--- config.mk ---
export PLATFORM = sky130hd
export DESIGN_NAME = ling_adder
export DESIGN_NICKNAME = d
export VERILOG_FILES = /design/src/rtl/ling_pkg.sv /design/src/rtl/ling_bitterms.sv /design/src/rtl/ling_chain.sv /design/src/rtl/ling_recover.sv /design/src/rtl/ling_adder.sv
export SDC_FILE = /design/constraint.sdc
export NUM_CORES = 1
export LEC_CHECK = 0
export ABC_AREA = 1
export BUFFER_PORTS_ARGS = -buffer_cell sky130_fd_sc_hd__buf_2
export CORE_MARGIN = 10
export CORE_UTILIZATION = 28
export DETAILED_ROUTE_END_ITERATION = 10
export HOLD_SLACK_MARGIN = 0.02
export PLACE_DENSITY = 0.54
export SYNTH_ARGS = -nofsm -noshare
export SYNTH_HDL_FRONTEND = slang
export SYNTH_SLANG_ARGS = --single-unit
--- constraint.sdc ---
create_clock -name clk -period 0.8 [get_ports clk]
set_clock_uncertainty 0.05 [all_clocks]
set_input_delay 0.08 -clock clk [delete_from_list [all_inputs] [get_ports clk]]
set_output_delay 0.08 -clock clk [all_outputs]
set_load 0.01 [all_outputs]
--- src/rtl/ling_pkg.sv ---
package ling_pkg;

   localparam int unsigned LING_MIN_WIDTH = 2;

   // grouped generate over a pair of neighbouring bits
   function automatic logic pair_gen(input logic g_hi, input logic g_lo);
      return g_hi | g_lo;
   endfunction

   // grouped propagate: both XOR propagates of the pair and the OR propagate two below
   function automatic logic pair_prop(input logic p_hi, input logic p_lo, input logic t_lo2);
      return p_hi & p_lo & t_lo2;
   endfunction

   // one link of a two-step pseudo-carry chain
   function automatic logic chain_step(input logic grp_g, input logic grp_p, input logic h_prev);
      return grp_g | (grp_p & h_prev);
   endfunction

endpackage

--- src/rtl/ling_bitterms.sv ---
module ling_bitterms #(
   parameter int unsigned WIDTH = 8
) (
   input  logic [WIDTH-1:0] a,
   input  logic [WIDTH-1:0] b,
   output logic [WIDTH-1:0] gen,
   output logic [WIDTH-1:0] xprop,
   output logic [WIDTH-1:0] oprop
);
   for (genvar i = 0; i < WIDTH; i++) begin : g_bit
      assign gen[i]   = a[i] & b[i];
      assign xprop[i] = a[i] ^ b[i];
      assign oprop[i] = a[i] | b[i];
   end
endmodule

--- src/rtl/ling_chain.sv ---
module ling_chain #(
   parameter int unsigned WIDTH  = 8,
   parameter int unsigned PARITY = 0,
   localparam int unsigned LINKS = WIDTH / 2
) (
   input  logic [WIDTH-1:0] gen,
   input  logic [WIDTH-1:0] xprop,
   input  logic [WIDTH-1:0] oprop,
   input  logic             cin,
   output logic [LINKS-1:0] hchain
);
   import ling_pkg::*;

   if (PARITY > 1) begin : g_bad_parity
      $error("ling_chain: PARITY must be 0 or 1");
   end

   logic unused_terms;
   assign unused_terms = ^{gen, xprop, oprop};

   for (genvar k = 0; k < LINKS; k++) begin : g_link
      localparam int unsigned POS = 2 * k + PARITY;
      if (k == 0 && PARITY == 0) begin : g_seed_even
         assign hchain[k] = gen[0] | cin;
      end else if (k == 0) begin : g_seed_odd
         assign hchain[k] = chain_step(pair_gen(gen[1], gen[0]), xprop[1] & xprop[0], cin);
      end else begin : g_step
         assign hchain[k] = chain_step(pair_gen(gen[POS], gen[POS-1]),
                                       pair_prop(xprop[POS], xprop[POS-1], oprop[POS-2]),
                                       hchain[k-1]);
      end
   end
endmodule

--- src/rtl/ling_recover.sv ---
module ling_recover #(
   parameter int unsigned WIDTH = 8
) (
   input  logic [WIDTH-1:0] xprop,
   input  logic [WIDTH-1:0] oprop,
   input  logic [WIDTH-1:0] hpseudo,
   input  logic             cin,
   output logic [WIDTH-1:0] carry,
   output logic [WIDTH-1:0] sum,
   output logic             cout
);
   for (genvar i = 0; i < WIDTH; i++) begin : g_bit
      assign carry[i] = oprop[i] & hpseudo[i];
      if (i == 0) begin : g_lsb
         assign sum[i] = xprop[i] ^ cin;
      end else begin : g_upper
         assign sum[i] = xprop[i] ^ carry[i-1];
      end
   end
   assign cout = carry[WIDTH-1];
endmodule

--- src/rtl/ling_adder.sv ---
module ling_adder #(
   parameter int unsigned WIDTH   = 8,
   parameter bit          OUT_REG = 1'b1
) (
   input  logic             clk,
   input  logic             rst_n,
   input  logic [WIDTH-1:0] a,
   input  logic [WIDTH-1:0] b,
   input  logic             cin,
   output logic [WIDTH-1:0] sum,
   output logic             cout
);
   import ling_pkg::*;

   localparam int unsigned HALF = WIDTH / 2;

   if (WIDTH < LING_MIN_WIDTH || (WIDTH % 2) != 0) begin : g_bad_width
      $error("ling_adder: WIDTH must be even and at least 2");
   end

   logic [WIDTH-1:0] gen_w, xp_w, op_w;
   logic [HALF-1:0]  h_even, h_odd;
   logic [WIDTH-1:0] hp_w, cy_w, sum_c;
   logic             cout_c;

   ling_bitterms #(.WIDTH(WIDTH)) terms_i (
      .a(a), .b(b), .gen(gen_w), .xprop(xp_w), .oprop(op_w));

   ling_chain #(.WIDTH(WIDTH), .PARITY(0)) even_i (
      .gen(gen_w), .xprop(xp_w), .oprop(op_w), .cin(cin), .hchain(h_even));

   ling_chain #(.WIDTH(WIDTH), .PARITY(1)) odd_i (
      .gen(gen_w), .xprop(xp_w), .oprop(op_w), .cin(cin), .hchain(h_odd));

   for (genvar k = 0; k < HALF; k++) begin : g_merge
      assign hp_w[2*k]   = h_even[k];
      assign hp_w[2*k+1] = h_odd[k];
   end

   ling_recover #(.WIDTH(WIDTH)) rec_i (
      .xprop(xp_w), .oprop(op_w), .hpseudo(hp_w), .cin(cin),
      .carry(cy_w), .sum(sum_c), .cout(cout_c));

   if (OUT_REG) begin : g_reg
      always_ff @(posedge clk or negedge rst_n) begin
         if (!rst_n) begin
            sum  <= '0;
            cout <= 1'b0;
         end else begin
            sum  <= sum_c;
            cout <= cout_c;
         end
      end
   end else begin : g_comb
      logic unused_clkrst;
      assign unused_clkrst = clk ^ rst_n;
      assign sum  = sum_c;
      assign cout = cout_c;
   end
endmodule

Word-level counts from Yosys, hierarchy flattened
Cells that the tools add are included.
- bitwise gates (word level): 75
- operator list (operator ; count):
    1-bit bitwise AND ; 36
    1-bit bitwise OR ; 23
    1-bit XOR ; 16
- word-level logic and storage cells: 77
- input port bits: 19
- register bits after elaboration: 9
- output and inout port bits: 9

Depth between registers and ports, before layout
Gate-level depths: netlist of the first run.
- word-level depth: 11
- mapped depth: 13
- mapped depth without buffers: 13

Cells and area by module
A second synthesis of the first run with hierarchy kept.
- cells, all modules: 128
- area, all modules: 885.8 µm²
- modules (own cells, without submodules) (module ; times used ; seq. area each (µm²) ; cells an instance ; area an instance (µm²)):
    ling_bitterms ; 1 ; 0.0 ; 40 ; 290.3
    ling_adder ; 1 ; 225.2 ; 9 ; 225.2
    ling_recover ; 1 ; 0.0 ; 49 ; 196.4
    ling_chain at odd_i ; 1 ; 0.0 ; 17 ; 87.6
    ling_chain at even_i ; 1 ; 0.0 ; 13 ; 86.3

Worst setup path after synthesis of the first run
OpenSTA, ideal clock, no wires.
- path type: in2reg
- from: input port a[1]
- to: register sum[7]
- slack: -0.359 ns
- library setup time: 0.116 ns
- arrival: 0.992 ns
- stages: 13
- path buffers: 0
- data required time: 0.634 ns
- cell sequence: inv_1 ha_1 nand2_1 nor2_1 nand2_1 nand2_1 nand2_2 nand2_1 nand2_1 nand2_2 nand2_1 nand2_1 nand2_1
- cells in the longest elaborated chain, start to end: 11
- elaborated cells between the ends (all ways): 13
- those cells by class: 13 x bitwise
- RTL lines (item ; RTL line ; text):
    start, declared ; ling_adder.sv:7 ; input logic [WIDTH-1:0] a,
    1-bit XOR ; ling_bitterms.sv:12 ; assign xprop[i] = a[i] ^ b[i];
    1-bit bitwise AND (2 in a row) ; ling_pkg.sv:12 ; return p_hi & p_lo & t_lo2;
    1-bit bitwise AND ; ling_pkg.sv:17 ; return grp_g | (grp_p & h_prev);
    1-bit bitwise OR * ; ling_pkg.sv:17 ;
    1-bit bitwise AND * ; ling_pkg.sv:17 ;
    1-bit bitwise OR * ; ling_pkg.sv:17 ;
    1-bit bitwise AND * ; ling_pkg.sv:17 ;
    1-bit bitwise OR * ; ling_pkg.sv:17 ;
    1-bit bitwise AND * ; ling_recover.sv:13 ; assign carry[i] = oprop[i] & hpseudo[i];
    1-bit XOR * ; ling_recover.sv:17 ; assign sum[i] = xprop[i] ^ carry[i-1];
    net rec_i.sum[7] ; ling_recover.sv:9 ; output logic [WIDTH-1:0] sum,
    end signal, assigned ; ling_adder.sv:50 ; sum <= sum_c;
    end, declared ; ling_adder.sv:10 ; output logic [WIDTH-1:0] sum,
Mark *: on every way through the listed nets, which the timed path passes. The rest lies on a longest branch.

Final worst setup path of the first run
Same ends and word-level chain as after synthesis.

==> metrics.md, run 1 <==
| Metric | Value |
|---|---|
| Die width | 72.5 µm |
| Fraction of layout instances using a drive strength above 1 | 55.3% |
| Startpoint type of the worst setup path | input port |
| Synth unique cells | 13 |
| Worst hold path class | in2async |
| Final core occ | 52.6% |
| Yosys top cell by area | dfrtp_1 |
| Root buf cell | clkbuf_4 |
| Fmax | 965 MHz |
| DRC | 0 |
| CP Class | in2reg |
| Syn_area_per_cell | 8.04 µm² |
| Final Cycle Share | 130% |
| H-tree levels | 1 |
| CTS buffer count | 3 |
| Yosys reg bits | 9 |
| Routed wire per std cell | 9.90 µm |
| Setup tns final | -1.64 ns |
| Fill count | 255 |
| Row count | 18 |
| Max clock buf depth | 2 |
| Io pins | 28 |
| Drt via density | 4.07 |
| Worst setup margin | -0.236 ns |
| 1st-iter DRT viols | 28 |
| Yosys warns | 0 |
| Final setup vio count | 15 |
| Largest net degree at the start of global routing | 10 |
| Multi-input logic area | 557 µm² |
| Post-synthesis cell area | 772 µm² |
| Most common cell after layout, fill and taps aside | buf_4 |
| Initial antenna violation count | 0 |
| Final-report max-slew violation count | 0 |
| Pwr/cell area | 1210 nW/µm² |
| Initial Utilization | 30.3% |
| CP endpoint kind | flip-flop |
| Die Y | 72.5 µm |
| First-pass GRT wire length | 3140 µm |
| Slew HR | 86.4% |
| Hold Vio Cnt, Final | 0 |
| Failing checks | setup timing |
| Final Critical Period | 1.04 ns |
| Congestion Overflow GR | 0 |
| Register Area | 225 µm² |
| Maximum VDD drop | 0.000818 V |
| I/O Buffers | 27 |
| Crit path arrival time | 1.13 ns |
| Leak | 0.733 nW |
| Total GRT Usage | 7.09% |
| Estimated wirelength of the detail-placed design | 1610 µm |
| Reg clk slew, reported paths | 0.06 ns |
| Mapped Cells | 96 |
| Total power draw | 1.62 mW |
| Status | finished, violations left |
| Total routed wirelength | 1800 µm |
| Antenna Cells | 0 |
| Worst EP required | 0.89 ns |
| Net count after synthesis | 132 |
| Area growth from synthesis to layout | 73.3% |
| Area of the core | 2540 µm² |
| RD Place Congestion | 0.770 |
| Crit-path max FO | 3 |
| Sequential fraction of the synthesis area | 29.2% |
| Sinks on Clock Net | 9 |
| RSZ-0062 raised after global routing | true |
| Synth area leaders | dfrtp_1, ha_1, inv_1 |
| Via Count | 741 |
| CTS tree | built |
| Vias in the first global route | 800 |
| Final antenna-violating net count | 0 |
| Commonest cells after routing, fill and taps aside | buf_4, buf_2, inv_1 |
| Worst slew pin tran | 0.202 ns |
| MaxCap Viol Count | 0 |
| Synth top area share | 29.2% |
| Setup WS pre-CTS | -0.572 ns |
| NumNets Final | 189 |
| Total die area | 5260 µm² |
| First-pass DRT Iterations | 4 |
## stage by stage
stage          hold WS [ns]  cell area [µm²]  std cells
2_1_floorplan        -0.266              857         96
3_3_place_gp         -0.121             1190        175
3_5_place_dp         -0.113             1190        175
4_1_cts               0.139             1290        182
5_1_grt               0.173             1340        182
6_report              0.148             1340        182
## layer usage
| layer | global-route usage (%) | vias to the layer above | share of wire (%) |
|---|---|---|---|
| li1 | - | 396 | - |
| met1 | 7.76 | 326 | 42 |
| met2 | 12.0 | 17 | 49 |
| met3 | 2.59 | 2 | 8.0 |
| met4 | 3.16 | 0 | 0.39 |
| met5 | 0 | - | 0 |
## final cells by class
class                   count  area share [%]
multi-input cells          62            41.6
repair buffers             52            28.3
flip-flops and latches      9            16.8
inverters                  25            8.51
well taps                  30            2.81
clock buffers               4            1.96
## state kept, by name (all words and copies together) (netlist names)
name,cells
sum,8
cout,1
## cells in the mapped netlist
library cell / count
nor3_1: 3
nor2_1: 9
xor2_1: 6
inv_1: 25
nand2_2: 2
nand3_1: 2
fa_1: 1
dfrtp_1: 9
ha_1: 16
a21oi_1: 4
nand2_1: 17
a21oi_2: 1
nor3_4: 1
## where the power goes
group          switching [mW]  internal, mW
clock network           0.135         0.191
logic                   0.348         0.392
registers              0.0170         0.536
total                   0.501          1.12
## cell families (layout without fill, tap and decap cells)
kind of cell / after synthesis / count (layout) / synth area share (%)
adder cells (fa/ha/maj): 17 / 17 / 28.5
buffers and inverters: 25 / 81 / 12.2
AND/OR/NAND/NOR: 34 / 34 / 19.6
AO/OA/AOI/OAI: 5 / 5 / 3.73
XOR/XNOR: 6 / 6 / 6.81
flip-flops: 9 / 9 / 29.2
## what timing repair did
item                                    4_1_cts  5_1_grt
hold buffers                                  1        0
endpoints found under the setup margin       15       16
pin swaps                                    10        7
buffers inserted                              2        0
resized for setup                            12       12
endpoints found under the hold margin         9        0
## critical path, cell delays in order
cell	delay [ns]
buf_8	0.08
inv_6	0.03
ha_4	0.27
nand2_2	0.05
nor2_1	0.07
nand2_1	0.07
nand2_1	0.08
nand2_2	0.07
nand2_1	0.06
nand2_1	0.06
nand2_2	0.07
nand2_1	0.05
nand2_1	0.05
nand2_1	0.04
## path summary, 6_finish.rpt
| kind | start | end | slack [ns] | depth (start not counted) |
|---|---|---|---|---|
| max | a[1] | sum[7] | -0.24 | 14 |
| min | rst_n | sum[4] | 0.15 | 2 |
| max in group asynchronous | rst_n | sum[3] | 0.38 | 2 |
| min in group clk | b[7] | cout | 0.15 | 4 |
No activity file was read; power rests on OpenSTA's default activity.
==> inputs of run 2 (changes only) <==
- ABC_AREA: 1 -> unset
- PLACE_DENSITY: 0.54 -> 0.57
- SKIP_CTS_REPAIR_TIMING: unset -> 1
- clock period: 0.8 -> 0.9 ns (I/O delays scaled with it)
==> run 2 against run 1 <==
  * The flow still finishes with violations (setup timing)
  * Critical path depth is 6 lower
  * Via count decreased by 15%
  * Area after synthesis down 8.8%
  * Cell count fell by 15%
  * Core utilization is 1.1 points lower
  * Global-route usage decreased by 0.51 points
  * Combinational power down 18%
  * First-iteration DRC count shrank 46%
  * Wire length fell by 10%
  * Clock power is 13% lower
  * Die area shrank 6.4%
==> metrics.md, run 2 <==
| Metric | Value |
|---|---|
| Status | finished, violations left |
| Failing checks | setup timing |
| RD Place Congestion | 0.695 |
| I/O Buffers | 27 |
| Maximum VDD drop | 0.000685 V |
| Pwr/cell area | 1110 nW/µm² |
| CP Class | in2reg |
| Routed wire per std cell | 10.4 µm |
| Drt via density | 4.05 |
| Die Y | 70.2 µm |
| Mapped Cells | 74 |
| Post-synth top cells | inv_1, ha_1, dfrtp_1, nor2_1, xor2_1 |
| Max clock buf depth | 2 |
| Worst setup margin | -0.390 ns |
| Net count after synthesis | 110 |
| Final Cycle Share | 143% |
| Crit path arrival time | 1.41 ns |
| Met2 Wirelength | 824 µm |
| Post-synthesis cell area | 704 µm² |
| Highest metal used | met4 |
| Worst hold path class | in2reg |
| Main flop type after synthesis | dfrtp_1 |
| Total power draw | 1.39 mW |
| Final antenna-violating net count | 0 |
| Antenna Cells | 0 |
| Top Registers | sum x8, cout x1 |
| Sinks on Clock Net | 9 |
| Leak | 0.636 nW |
| Total die area | 4920 µm² |
| Final core occ | 51.5% |
| Synth top area share | 32.0% |
| Final setup vio count | 6 |
| Io pins | 28 |
| CP endpoint kind | flip-flop |
| Layout Cells excl Fill | 155 |
| Congestion Overflow GR | 0 |
| Yosys warns | 0 |
| First-pass DRT Iterations | 3 |
| CTS buffer count | 3 |
| Via Count | 627 |
| DRC | 0 |
| Vias in the first global route | 705 |
| Yosys top cell by area | dfrtp_1 |
| Fill count | 241 |
| Wl on met1 | 685 µm |
| Post-synthesis async set-or-reset flop share | 100% |
| Max reg flops | 8 |
| EDFF count, synth | 0 |
| Final Critical Period | 1.29 ns |
| Root buf cell | clkbuf_4 |
| H-tree levels | 1 |
| Estimated wirelength of the detail-placed design | 1440 µm |
| Hold Vio Cnt, Final | 0 |
| Yosys reg bits | 9 |
| Initial Utilization | 29.0% |
| Row count | 18 |
| Sequential fraction of the synthesis area | 32.0% |
| Largest Register | sum |
| Most common cell in the netlist | inv_1 |
| Cell Count Post-Placement | 148 |
| Total routed wirelength | 1610 µm |
| Area growth from synthesis to layout | 77.8% |
| Syn_area_per_cell | 9.52 µm² |
| First-pass GRT wire length | 2790 µm |
| Fmax | 775 MHz |
| NumNets Final | 162 |
| Design area | 1250 µm² |
| 1st-iter DRT viols | 15 |
| Area of the core | 2430 µm² |
| Startpoint type of the worst setup path | input port |
| Initial antenna violation count | 0 |
| Synth area leaders | dfrtp_1, ha_1, inv_1 |
| Placed cell area | 1100 µm² |
| MaxCap Viol Count | 0 |
| RSZ-0062 raised after global routing | true |
| Worst EP required | 1.02 ns |
| Reg clk slew, reported paths | 0.05 ns |
| CTS tree | built |
| Total GRT Usage | 6.58% |
| Largest net degree at the start of global routing | 10 |
| Fraction of layout instances using a drive strength above 1 | 56.8% |
| Die width | 70.2 µm |
| Slew HR | 83.1% |
| Crit-path max FO | 3 |
| Synth unique cells | 19 |
| Worst slew pin tran | 0.253 ns |
| Commonest cells after routing, fill and taps aside | buf_2, buf_4, ha_1, dfrtp_1, nor2_1 |
| Setup WS pre-CTS | -0.665 ns |
| Routed wl met3 | 78 µm |
| Final-report max-slew violation count | 0 |
## run 2: cell count changes in the layout (fill, tap and decap cells not counted), sizes merged, moves of 4 or more
cell   delta
a21oi     -4
buf       -5
inv       -8
nand2    -16
nor3      -4
## run 2: kinds of logic (layout without fill, tap and decap cells)
logic type	after synthesis	count (layout)	synth area share, %
adders and majority gates	17	17	31.3
DFF	9	9	32.0
xor gates and xnor gates	7	7	8.70
and+or+nand+nor	16	16	10.1
AOI/OAI and AO/OA	8	8	8.88
buffers and inverters	17	68	9.06
## run 2: layout make-up
| type | count | area (µm²) | share of cell area, % |
|---|---|---|---|
| Clock buffer | 4 | 26.3 | 2.10 |
| Inverter | 17 | 86.3 | 6.89 |
| Multi-Input combinational cell | 48 | 527 | 42.1 |
| Sequential cell | 9 | 225 | 18.0 |
| Tap cell | 30 | 37.5 | 3.00 |
| Timing Repair Buffer | 47 | 350 | 28.0 |
## run 2: layer usage
metal / global-route usage, % / vias to the layer above
met4: 4.61 / 0
met1: 7.22 / 271
met3: 1.69 / 2
met5: 0 / -
met2: 10.8 / 17
li1: - / 337
## run 2: worst paths after layout
path,startpoint,endpoint,cells past startpoint,slack (ns)
setup / recovery,b[1],cout,8,-0.39
hold / removal,b[7],cout,4,0.15
max in group asynchronous,rst_n,sum[0],2,0.46
min in group asynchronous,rst_n,cout,2,0.17
## run 2: power by group
| group | leakage (nW) | switching, mW | internal (mW) |
|---|---|---|---|
| clock | 0.0150 | 0.114 | 0.169 |
| combinational | 0.516 | 0.272 | 0.336 |
| sequential | 0.106 | 0.0181 | 0.479 |
## run 2: worst max-delay path, stage by stage
cell and delay [ns]:
buf_12 0.09, inv_12 0.03, ha_4 0.26, a311oi_2 0.10
o31a_1 0.32, o31ai_2 0.26, nand4b_1 0.13, a21oi_1 0.14
## run 2: metrics by stage
stage               hold slack, ns  TNS [ns]
floorplan                   -0.256     -1.69
global placement            -0.109     -3.77
detailed placement          -0.107     -3.94
CTS                         -0.378     -1.77
global route                 0.181     -1.87
finish                       0.150     -1.48
==> inputs of run 3 (changes only) <==
--- a/constraint.sdc
+++ b/constraint.sdc
@@ -4,2 +4,2 @@
 set_output_delay 0.09 -clock clk [all_outputs]
-set_load 0.01 [all_outputs]
+set_load 0.05 [all_outputs]
==> run 3 against run 2 <==
  * The run still ends with setup timing left
  * Non-clock buffer count did not move
  * Worst setup slack did not move
  * Combinational power rose by 51%
  * Cell area rose by 3.5%
  * Die area did not move
==> metrics.md, run 3 (synthesized netlist as in run 2, its figures left out) <==
| Metric | Value |
|---|---|
| Crit-path max FO | 3 |
| Max reg flops | 8 |
| Fraction of layout instances using a drive strength above 1 | 56.8% |
| Most common cell after layout, fill and taps aside | buf_4 |
| Drt via density | 4.05 |
| Failing checks | setup timing |
| Pwr/cell area | 1320 nW/µm² |
| Row count | 18 |
| Multi-input logic area | 527 µm² |
| First-pass GRT wire length | 2790 µm |
| Total GRT Usage | 6.58% |
| Max clock buf depth | 2 |
| Crit path arrival time | 1.41 ns |
| Area of the core | 2430 µm² |
| Worst slew pin tran | 0.253 ns |
| Die Y | 70.2 µm |
| Register Area | 225 µm² |
| RSZ-0062 raised after global routing | true |
| First-pass DRT Iterations | 3 |
| NumNets Final | 162 |
| CTS tree | built |
| MaxCap Viol Count | 0 |
| Root buf cell | clkbuf_4 |
| Total die area | 4920 µm² |
| Area growth from synthesis to layout | 84.0% |
| Top Registers | sum x8, cout x1 |
| Final-report max-slew violation count | 0 |
| Antenna Cells | 0 |
| Final Cycle Share | 143% |
| Commonest cells after routing, fill and taps aside | buf_4, buf_6, buf_2 |
| Final antenna-violating net count | 0 |
| I/O Buffers | 27 |
| Largest Register | sum |
| Vias in the first global route | 705 |
| Reg clk slew, reported paths | 0.05 ns |
| Worst EP required | 1.02 ns |
| Worst hold path class | in2reg |
| Initial antenna violation count | 0 |
| CTS buffer count | 3 |
| 1st-iter DRT viols | 16 |
| Cell Count Post-Placement | 148 |
| Fill count | 231 |
| CP endpoint kind | flip-flop |
| Via Count | 627 |
| Layout Cells excl Fill | 155 |
| Final setup vio count | 15 |
| Sinks on Clock Net | 9 |
| Estimated wirelength of the detail-placed design | 1440 µm |
| Worst setup margin | -0.390 ns |
| Maximum VDD drop | 0.000893 V |
| Status | finished, violations left |
| Die width | 70.2 µm |
| Total power draw | 1.71 mW |
| Hold Vio Cnt, Final | 0 |
| Slew HR | 83.1% |
| Final Critical Period | 1.29 ns |
| Routed wire per std cell | 10.4 µm |
| H-tree levels | 1 |
| Fmax | 775 MHz |
| Startpoint type of the worst setup path | input port |
| Total routed wirelength | 1610 µm |
| RD Place Congestion | 0.695 |
| Leak | 0.651 nW |
| Congestion Overflow GR | 0 |
| DRC | 0 |
| Io pins | 28 |
| Initial Utilization | 29.0% |
| CP Class | in2reg |
| Largest net degree at the start of global routing | 10 |
run 3: final timing paths:
| kind | from | end | slack, ns | depth (start not counted) |
|---|---|---|---|---|
| min | b[7] | cout | 0.15 | 4 |
| max in group asynchronous | rst_n | sum[0] | 0.46 | 2 |
| min in group asynchronous | rst_n | cout | 0.17 | 2 |
| max | b[1] | cout | -0.39 | 8 |
run 3: cell type report:
cell class              instances  area share [%]
clock buffers                   4            2.03
inverters                      17            6.66
repair buffers                 47            30.4
well taps                      30            2.90
multi-input cells              48            40.6
flip-flops and latches          9            17.4
run 3: critical path, cell delays in order:
cell	delay, ns
buf_12	0.09
inv_12	0.03
ha_4	0.26
a311oi_2	0.10
o31a_1	0.32
o31ai_2	0.26
nand4b_1	0.13
a21oi_1	0.14
run 3: metal layers:
metal	GRT usage, %	wire length [µm]	share of wire (%)	up-vias
met5	0	0	0	-
met2	10.8	824	51	17
met3	1.69	62	3.9	2
li1	-	-	-	337
met1	7.22	693	43	271
met4	4.61	25	1.6	0
run 3: through the flow:
step | util [%] | hold slack [ns] | setup slack [ns] | TNS [ns] | instance area (µm²)
final | 53.3 | 0.150 | -0.390 | -1.52 | 1300
after global placement | 45.3 | -0.109 | -0.637 | -3.77 | 1100
after global routing | 53.3 | 0.181 | -0.446 | -2.14 | 1300
after detailed placement | 45.3 | -0.107 | -0.665 | -3.94 | 1100
after floorplan | - | -0.256 | -0.391 | -1.69 | 802
after CTS | 46.4 | -0.378 | -0.408 | -2.38 | 1130
run 3: power breakdown:
| part | switching (mW) | internal [mW] |
|---|---|---|
| sequential | 0.0315 | 0.480 |
| clock | 0.114 | 0.169 |
| combinational | 0.508 | 0.409 |
| total | 0.653 | 1.06 |
